**src/rtl/timer_pkg.sv**
```systemverilog
package timer_pkg;

    localparam int unsigned DATA_W  = 32;
    localparam int unsigned ADDR_W  = 4;
    localparam int unsigned SIZE_W  = 3;

    localparam logic [ADDR_W-1:0] OFS_SCRATCH = 4'h0;
    localparam logic [ADDR_W-1:0] OFS_CTRL    = 4'h4;
    localparam logic [ADDR_W-1:0] OFS_PERIOD  = 4'h8;
    localparam logic [ADDR_W-1:0] OFS_COUNT   = 4'hC;

    localparam int unsigned CTRL_RELOAD_BIT = 0;
    localparam int unsigned CTRL_RUN_BIT    = 2;

    typedef enum logic [1:0] {
        BS_IDLE  = 2'd0,
        BS_READ  = 2'd1,
        BS_WRITE = 2'd2,
        BS_ERROR = 2'd3
    } bus_state_t;

endpackage

```
**src/rtl/tmr_lane_swap.sv**
```systemverilog
module tmr_lane_swap #(
    parameter int unsigned WIDTH = 32
) (
    input  logic [WIDTH-1:0] din,
    output logic [WIDTH-1:0] dout
);
    localparam int unsigned LANES = WIDTH / 8;

    for (genvar g = 0; g < LANES; g++) begin : g_lane
        assign dout[8*g +: 8] = din[8*(LANES-1-g) +: 8];
    end

endmodule

```
**src/rtl/tmr_counter.sv**
```systemverilog
module tmr_counter #(
    parameter int unsigned WIDTH = 32
) (
    input  logic             clk,
    input  logic             rst_n,
    input  logic             tick,
    input  logic             run,
    input  logic             reload_en,
    input  logic [WIDTH-1:0] period,
    output logic [WIDTH-1:0] count,
    output logic             irq
);
    logic [WIDTH-1:0] cnt_q, cnt_d;
    logic             irq_q, irq_d;
    logic             step;

    assign step = tick && run;

    always_comb begin
        cnt_d = cnt_q;
        if (step) begin
            if (cnt_q != '0) begin
                cnt_d = cnt_q - 1'b1;
            end else if (reload_en) begin
                cnt_d = period;
            end
        end
        irq_d = step && reload_en && (cnt_d == '0);
    end

    always_ff @(posedge clk) begin
        if (!rst_n) begin
            cnt_q <= '0;
            irq_q <= 1'b0;
        end else begin
            cnt_q <= cnt_d;
            irq_q <= irq_d;
        end
    end

    assign count = cnt_q;
    assign irq   = irq_q;

    AST_IRQ_AFTER_TICK: assert property (@(posedge clk) disable iff (!rst_n)
        irq_q |-> $past(tick));
    AST_HOLD_NO_TICK: assert property (@(posedge clk) disable iff (!rst_n)
        !tick |=> $stable(cnt_q));
    AST_HOLD_STOPPED: assert property (@(posedge clk) disable iff (!rst_n)
        !run |=> $stable(cnt_q));
    AST_DEC_STEP: assert property (@(posedge clk) disable iff (!rst_n)
        (tick && run && cnt_q != '0) |=> (cnt_q == $past(cnt_q) - 1'b1));

endmodule

```
**src/rtl/tmr_regs.sv**
```systemverilog
module tmr_regs
    import timer_pkg::*;
#(
    parameter int unsigned DW = DATA_W,
    parameter int unsigned AW = ADDR_W,
    parameter int unsigned SW = SIZE_W
) (
    input  logic          clk,
    input  logic          rst_n,
    input  logic          bus_valid,
    input  logic          bus_write,
    input  logic [AW-1:0] bus_addr,
    input  logic [SW-1:0] bus_size,
    input  logic [DW-1:0] wr_value,
    input  logic [DW-1:0] cnt_value,
    output logic [DW-1:0] rd_value,
    output logic [DW-1:0] period,
    output logic          run,
    output logic          reload_en,
    output logic          bus_ack,
    output logic          bus_err
);
    localparam logic [SW-1:0] FULL_BYTES = SW'(DW / 8);

    bus_state_t    state_q, state_d;
    logic [DW-1:0] scratch_q, ctrl_q, period_q, rd_q, sel_value;
    logic          size_ok, rd_ok, wr_ok;

    // Access legality and read selection
    always_comb begin
        size_ok   = (bus_size == FULL_BYTES);
        rd_ok     = 1'b0;
        wr_ok     = 1'b0;
        sel_value = '0;
        unique case (bus_addr)
            OFS_SCRATCH: begin sel_value = scratch_q; rd_ok = 1'b1; wr_ok = 1'b1; end
            OFS_CTRL:    begin sel_value = ctrl_q;    rd_ok = 1'b1; wr_ok = 1'b1; end
            OFS_PERIOD:  begin sel_value = period_q;  rd_ok = 1'b1; wr_ok = 1'b1; end
            OFS_COUNT:   begin sel_value = cnt_value; rd_ok = 1'b1; end
            default:     begin sel_value = '0; end
        endcase
        rd_ok = rd_ok && size_ok && !bus_write;
        wr_ok = wr_ok && size_ok && bus_write;
    end

    // Next-state logic
    always_comb begin
        state_d = BS_IDLE;
        if (bus_valid) begin
            if (wr_ok)      state_d = BS_WRITE;
            else if (rd_ok) state_d = BS_READ;
            else            state_d = BS_ERROR;
        end
    end

    // State register
    always_ff @(posedge clk) begin
        if (!rst_n) state_q <= BS_IDLE;
        else        state_q <= state_d;
    end

    // Register file and read data capture
    always_ff @(posedge clk) begin
        if (!rst_n) begin
            scratch_q <= '0;
            ctrl_q    <= '0;
            period_q  <= '0;
            rd_q      <= '0;
        end else begin
            rd_q <= (bus_valid && rd_ok) ? sel_value : '0;
            if (bus_valid && wr_ok) begin
                unique case (bus_addr)
                    OFS_SCRATCH: scratch_q <= wr_value;
                    OFS_CTRL:    ctrl_q    <= wr_value;
                    OFS_PERIOD:  period_q  <= wr_value;
                    default:     ;
                endcase
            end
        end
    end

    // Output decode from state
    always_comb begin
        bus_ack = 1'b0;
        bus_err = 1'b0;
        unique case (state_q)
            BS_IDLE:  ;
            BS_READ:  bus_ack = 1'b1;
            BS_WRITE: bus_ack = 1'b1;
            BS_ERROR: bus_err = 1'b1;
            default:  ;
        endcase
    end

    assign rd_value  = rd_q;
    assign period    = period_q;
    assign run       = ctrl_q[CTRL_RUN_BIT];
    assign reload_en = ctrl_q[CTRL_RELOAD_BIT];

    AST_ERR_NO_ACK: assert property (@(posedge clk) disable iff (!rst_n)
        bus_err |-> !bus_ack);
    AST_ERR_ZERO_DATA: assert property (@(posedge clk) disable iff (!rst_n)
        bus_err |-> (rd_q == '0));
    AST_BAD_SIZE_ERR: assert property (@(posedge clk) disable iff (!rst_n)
        (bus_valid && bus_size != FULL_BYTES) |=> bus_err);
    AST_COUNT_WRITE_ERR: assert property (@(posedge clk) disable iff (!rst_n)
        (bus_valid && bus_write && bus_addr == OFS_COUNT) |=> bus_err);
    AST_PERIOD_STABLE_ON_ERR: assert property (@(posedge clk) disable iff (!rst_n)
        (bus_valid && bus_write && bus_size != FULL_BYTES) |=> $stable(period_q));

endmodule

```
**src/rtl/interval_timer.sv**
```systemverilog
module interval_timer
    import timer_pkg::*;
(
    input  logic                clk,
    input  logic                rst_n,
    input  logic                tick,
    input  logic                bus_valid,
    input  logic                bus_write,
    input  logic [ADDR_W-1:0]   bus_addr,
    input  logic [SIZE_W-1:0]   bus_size,
    input  logic [DATA_W-1:0]   bus_wdata,
    output logic [DATA_W-1:0]   bus_rdata,
    output logic                bus_ack,
    output logic                bus_err,
    output logic                irq
);
    logic [DATA_W-1:0] wr_value, rd_value, period, count;
    logic              run, reload_en;

    tmr_lane_swap #(.WIDTH(DATA_W)) u_wr_swap (.din(bus_wdata), .dout(wr_value));
    tmr_lane_swap #(.WIDTH(DATA_W)) u_rd_swap (.din(rd_value),  .dout(bus_rdata));

    tmr_regs #(.DW(DATA_W), .AW(ADDR_W), .SW(SIZE_W)) u_regs (
        .clk       (clk),
        .rst_n     (rst_n),
        .bus_valid (bus_valid),
        .bus_write (bus_write),
        .bus_addr  (bus_addr),
        .bus_size  (bus_size),
        .wr_value  (wr_value),
        .cnt_value (count),
        .rd_value  (rd_value),
        .period    (period),
        .run       (run),
        .reload_en (reload_en),
        .bus_ack   (bus_ack),
        .bus_err   (bus_err)
    );

    tmr_counter #(.WIDTH(DATA_W)) u_counter (
        .clk       (clk),
        .rst_n     (rst_n),
        .tick      (tick),
        .run       (run),
        .reload_en (reload_en),
        .period    (period),
        .count     (count),
        .irq       (irq)
    );

    AST_ONE_RESPONSE: assert property (@(posedge clk) disable iff (!rst_n)
        !(bus_ack && bus_err));
    AST_ACK_FOLLOWS_REQ: assert property (@(posedge clk) disable iff (!rst_n)
        !bus_valid |=> (!bus_ack && !bus_err));

endmodule

```
**config.mk**
```make
export PLATFORM = sky130hd
export DESIGN_NAME = interval_timer
export DESIGN_NICKNAME = d
export VERILOG_FILES = /design/src/rtl/timer_pkg.sv /design/src/rtl/tmr_lane_swap.sv /design/src/rtl/tmr_counter.sv /design/src/rtl/tmr_regs.sv /design/src/rtl/interval_timer.sv
export SDC_FILE = /design/constraint.sdc
export NUM_CORES = 1
export LEC_CHECK = 0
export CORE_MARGIN = 3
export CORE_UTILIZATION = 45
export DETAILED_ROUTE_END_ITERATION = 10
export PLACE_DENSITY = 0.69
export RECOVER_POWER = 25
export SLEW_MARGIN = 20
export SYNTH_ARGS = -nofsm -noshare
export SYNTH_HDL_FRONTEND = slang
export SYNTH_SLANG_ARGS = --single-unit
```
**constraint.sdc**
```tcl
create_clock -name clk -period 3.3 [get_ports clk]
set_input_delay 0.495 -clock clk [delete_from_list [all_inputs] [get_ports clk]]
set_output_delay 0.495 -clock clk [all_outputs]
set_load 0.05 [all_outputs]
```
==> metrics.md <==
| Metric | Value |
|---|---|
| Outcome | finished clean |
| Distinct cells, synth | 60 |
| Worst path required time | ~3700 ps |
| # diodes | 0 |
| Wire per inst | 17.4 um |
| HP Class | flip-flop to flip-flop |
| First-pass GRT wire length | 35.3 mm |
| Fin nets | between 1000 and 1500 |
| GP Congestion | approximately 1.0 |
| CORE AREA | 0.0153 mm2 |
| Die ar. | between 0.015 and 0.02 mm2 |
| Period utilisation layout | ~100% |
| Worst-margin pin slew | ~1100 ps |
| Clock group share of total power | roughly 49% |
| CP most frequent cell | or4_4 |
| P_leak | approximately 0.0034 uW |
| Final hold violation count | 0 |
| Gate Count Post-Synth | 900 |
| Cell Int Power | approximately 3200 uW |
| Root buf cell | clkbuf_16 |
| Via Count | ~7000 |
| Drt total wl | 21.6 mm |
| Worst skew pair latency | ~430 ps |
| Synthesized Nets | 947 |
| Pin count of the biggest net entering global routing | 48 |
| CP Class | flip-flop to flip-flop |
| Startpoint types | flip-flop |
| Post-route ant nets | 0 |
| Row Count | 45 |
| RSZ-0062 raised after global routing | true |
| Clk_skew | a little over 10 ps |
| GRT Residual Overflow | 0 |
| Crit-path max FO | 7 |
| CP arrival | ~3600 ps |
| Worst R2R Start | u_counter.count[9] |
| Pre-antenna DRT Iters | 8 |
| VDD IR max | just under 500 uV |
| DR DRC count | 0 |
| Max stage delay on crit path | about 600 ps |
| Initial DRC count | between 900 and 1000 |
| TritonCTS Buffers | 17 |
| Max_cap viols | 0 |
| Sw Pwr | approximately 900 uW |
| CP Capture Type | flip-flop |
| Critical-path top delay cell | or4_4 |
| Ys Warns | 0 |
| Post-layout min period | 3290 ps |
| Die width | around 130 um |
| Longest Clk Path Bufs | 2 |
| Final core occ | slightly above 60% |
| GRT Total Usage | roughly 25% |
| Sequential fraction of the synthesis area | a little under half |
| Detailed placement HPWL | 15.3 mm |
| Initial Util | 46.4% |
| Avg Vias per Cell | around 5.7 |
| Port buffer count | 78 |
| I/O pin count | roughly 80 |
| Avg Cell Area, Syn | around 8 um2 |
| Share of cells above drive strength 1 | between 10% and 20% |
| Die Y-Extent | 132 um |
| TritonCTS clock tree | yes |
| Async SR Flop Fraction | 0% |
| CTS H-tree lvls | 4 |
| Hold path start | u_regs.scratch_q[22] |
| Power per Cell Area | ~450 mW/mm2 |
| Flops & latches, synth | between 150 and 200 |
| Sink Count | 163 |
| Combinational power share | about 3.3% |
| Flop pwr share | between 40% and 50% |
| Sum of negative setup slack | 0 ps |
| Final number of setup-violating endpoints | 0 |
| Crit path cell chain | or4_4 > or4_4 > o21ai_4 > nand4_1 > or3b_1 > or4_1 > or4_4 > nor4_4 |
| Number of synthesized flops with an enable pin | 0 |
| Highest clock rate | 0.304 GHz |
| Slew Viols, Final | 0 |
| Area grow syn2layout | 30.0% |
| Vias in the first global route | 6715 |
| Crit. Startpoint | u_counter.count[9] |
| Hold-fix buffers, CTS | 0 |
| Antenna violations before repair | 0 |
| Switching Share | a little over a fifth |
| Synthesized area | approximately 0.0071 mm2 |
| Slew headroom | about 30% |
| Reg clk slew, reported paths | ~60 ps |
| Top FF cell, synth | dfxtp_1 |
[registers in the layout (all words and copies together), names as in the netlist]
register,cells
u_counter.count,32
u_regs.ctrl_q,32
u_regs.period,32
u_regs.rd_value,32
u_regs.scratch_q,32
u_regs.state_q,2
u_counter.irq,1
[layer usage]
layer | up-vias | share of wire, % | track usage [%]
li1 | 3445 | - | -
met1 | 3330 | 45 | 35.9
met2 | 332 | 45 | 37.3
met3 | 26 | 8.5 | 5.70
met4 | 0 | 1.6 | 6.83
met5 | - | 0 | 0
[path summary, 6_finish.rpt]
path              depth (start not counted)                   to  slack [ps]
setup / recovery                          8        u_counter.irq          10
hold / removal                            2  u_regs.rd_value[22]         450
setup reg to reg                          8        u_counter.irq          10
hold reg to reg                           2  u_regs.rd_value[22]         450
[cells in the final DEF (no fill, tap or decap), types with 11 or more instances in the layout]
cell / Yosys / routed
a21oi_1: 142 / 142
and2_1: 27 / 27
inv_1: 14 / 14
nor2_1: 29 / 28
nand2_1: 246 / 246
nor4_1: 12 / 11
clkdlybuf4s50_1: 0 / 44
a222oi_1: 32 / 32
dfxtp_1: 163 / 163
dlygate4sd3_1: 0 / 34
buf_4: 0 / 87
o21ai_0: 28 / 28
clkbuf_16: 0 / 17
nor3_1: 16 / 15
[cell usage after synthesis (4+ instances only)]
| cell type | number | share of area, % |
|---|---|---|
| nor2_1 | 29 | 1.5 |
| o21ai_0 | 28 | 2.0 |
| clkbuf_1 | 57 | 3.0 |
| o31ai_1 | 5 | 0.53 |
| a222oi_1 | 32 | 4.5 |
| nand4_1 | 9 | 0.79 |
| a22oi_1 | 10 | 1.1 |
| a31oi_1 | 4 | 0.35 |
| nor4_1 | 12 | 1.1 |
| nor3_1 | 16 | 1.1 |
| nand2_1 | 246 | 13 |
| o22ai_1 | 7 | 0.62 |
| inv_1 | 14 | 0.74 |
| or4_1 | 12 | 1.3 |
| or3_1 | 6 | 0.53 |
| and3_1 | 4 | 0.35 |
| and2_1 | 27 | 2.4 |
| nand3_1 | 9 | 0.63 |
| a21oi_1 | 142 | 10 |
| buf_2 | 6 | 0.42 |
| dfxtp_1 | 163 | 46 |
| o2bb2ai_1 | 4 | 0.49 |
[per-stage QoR]
step,cell area (um2),setup slack [ps],total power [uW],hold slack [ps],instances
2_1_floorplan,7120,2.93,2060,432,900
3_3_place_gp,8570,-41.1,2150,441,1208
3_5_place_dp,8570,-96.1,2150,444,1208
4_1_cts,9200,14.2,4150,450,1242
5_1_grt,9240,-116,4240,464,1243
6_report,9240,11.7,4130,448,1243
[power by group through the flow]
stage | Combinational [uW] | Clock (uW) | Sequential (uW)
after floorplan | 45.8 | 0 | 2010
after global placement | 135 | 0 | 2010
after detailed placement | 134 | 0 | 2010
after CTS | 135 | 2050 | 1970
after global routing | 144 | 2130 | 1970
final | 135 | 2030 | 1970
[repair_timing]
| item | in CTS | in global routing |
|---|---|---|
| gates resized for setup | 4 | 5 |
| buffers inserted | 2 | 1 |
| pin swaps | 2 | 2 |
| setup endpoints to repair | 1 | 1 |
| endpoints found under the hold margin | 0 | 0 |
[cells by family (layout without fill, tap and decap cells)]
family	Yosys count	count (layout)	share of synthesized area, %
compound gates	255	255	22.6
fa+ha+maj	3	3	0.528
buf+inv	85	217	5.25
flops	163	163	45.9
mux	1	1	0.141
simple gates	393	393	25.6
[final cells by class]
cell class	instances	area [um2]
clock buffers	23	488
clock inverters	9	116
well taps	211	264
fillers	1392	6080
inverters	15	56.3
flip-flops and latches	163	3260
repair buffers	170	1500
multi-input cells	652	3550
[worst max-delay path: cells and delay by family (launching register included)]
| family | cells | cell delay [ps] |
|---|---|---|
| AOI/OAI and AO/OA | 1 | 170 |
| DFF | 1 | 310 |
| and+or+nand+nor | 7 | 2710 |
No activity file was read; power rests on OpenSTA's default activity.
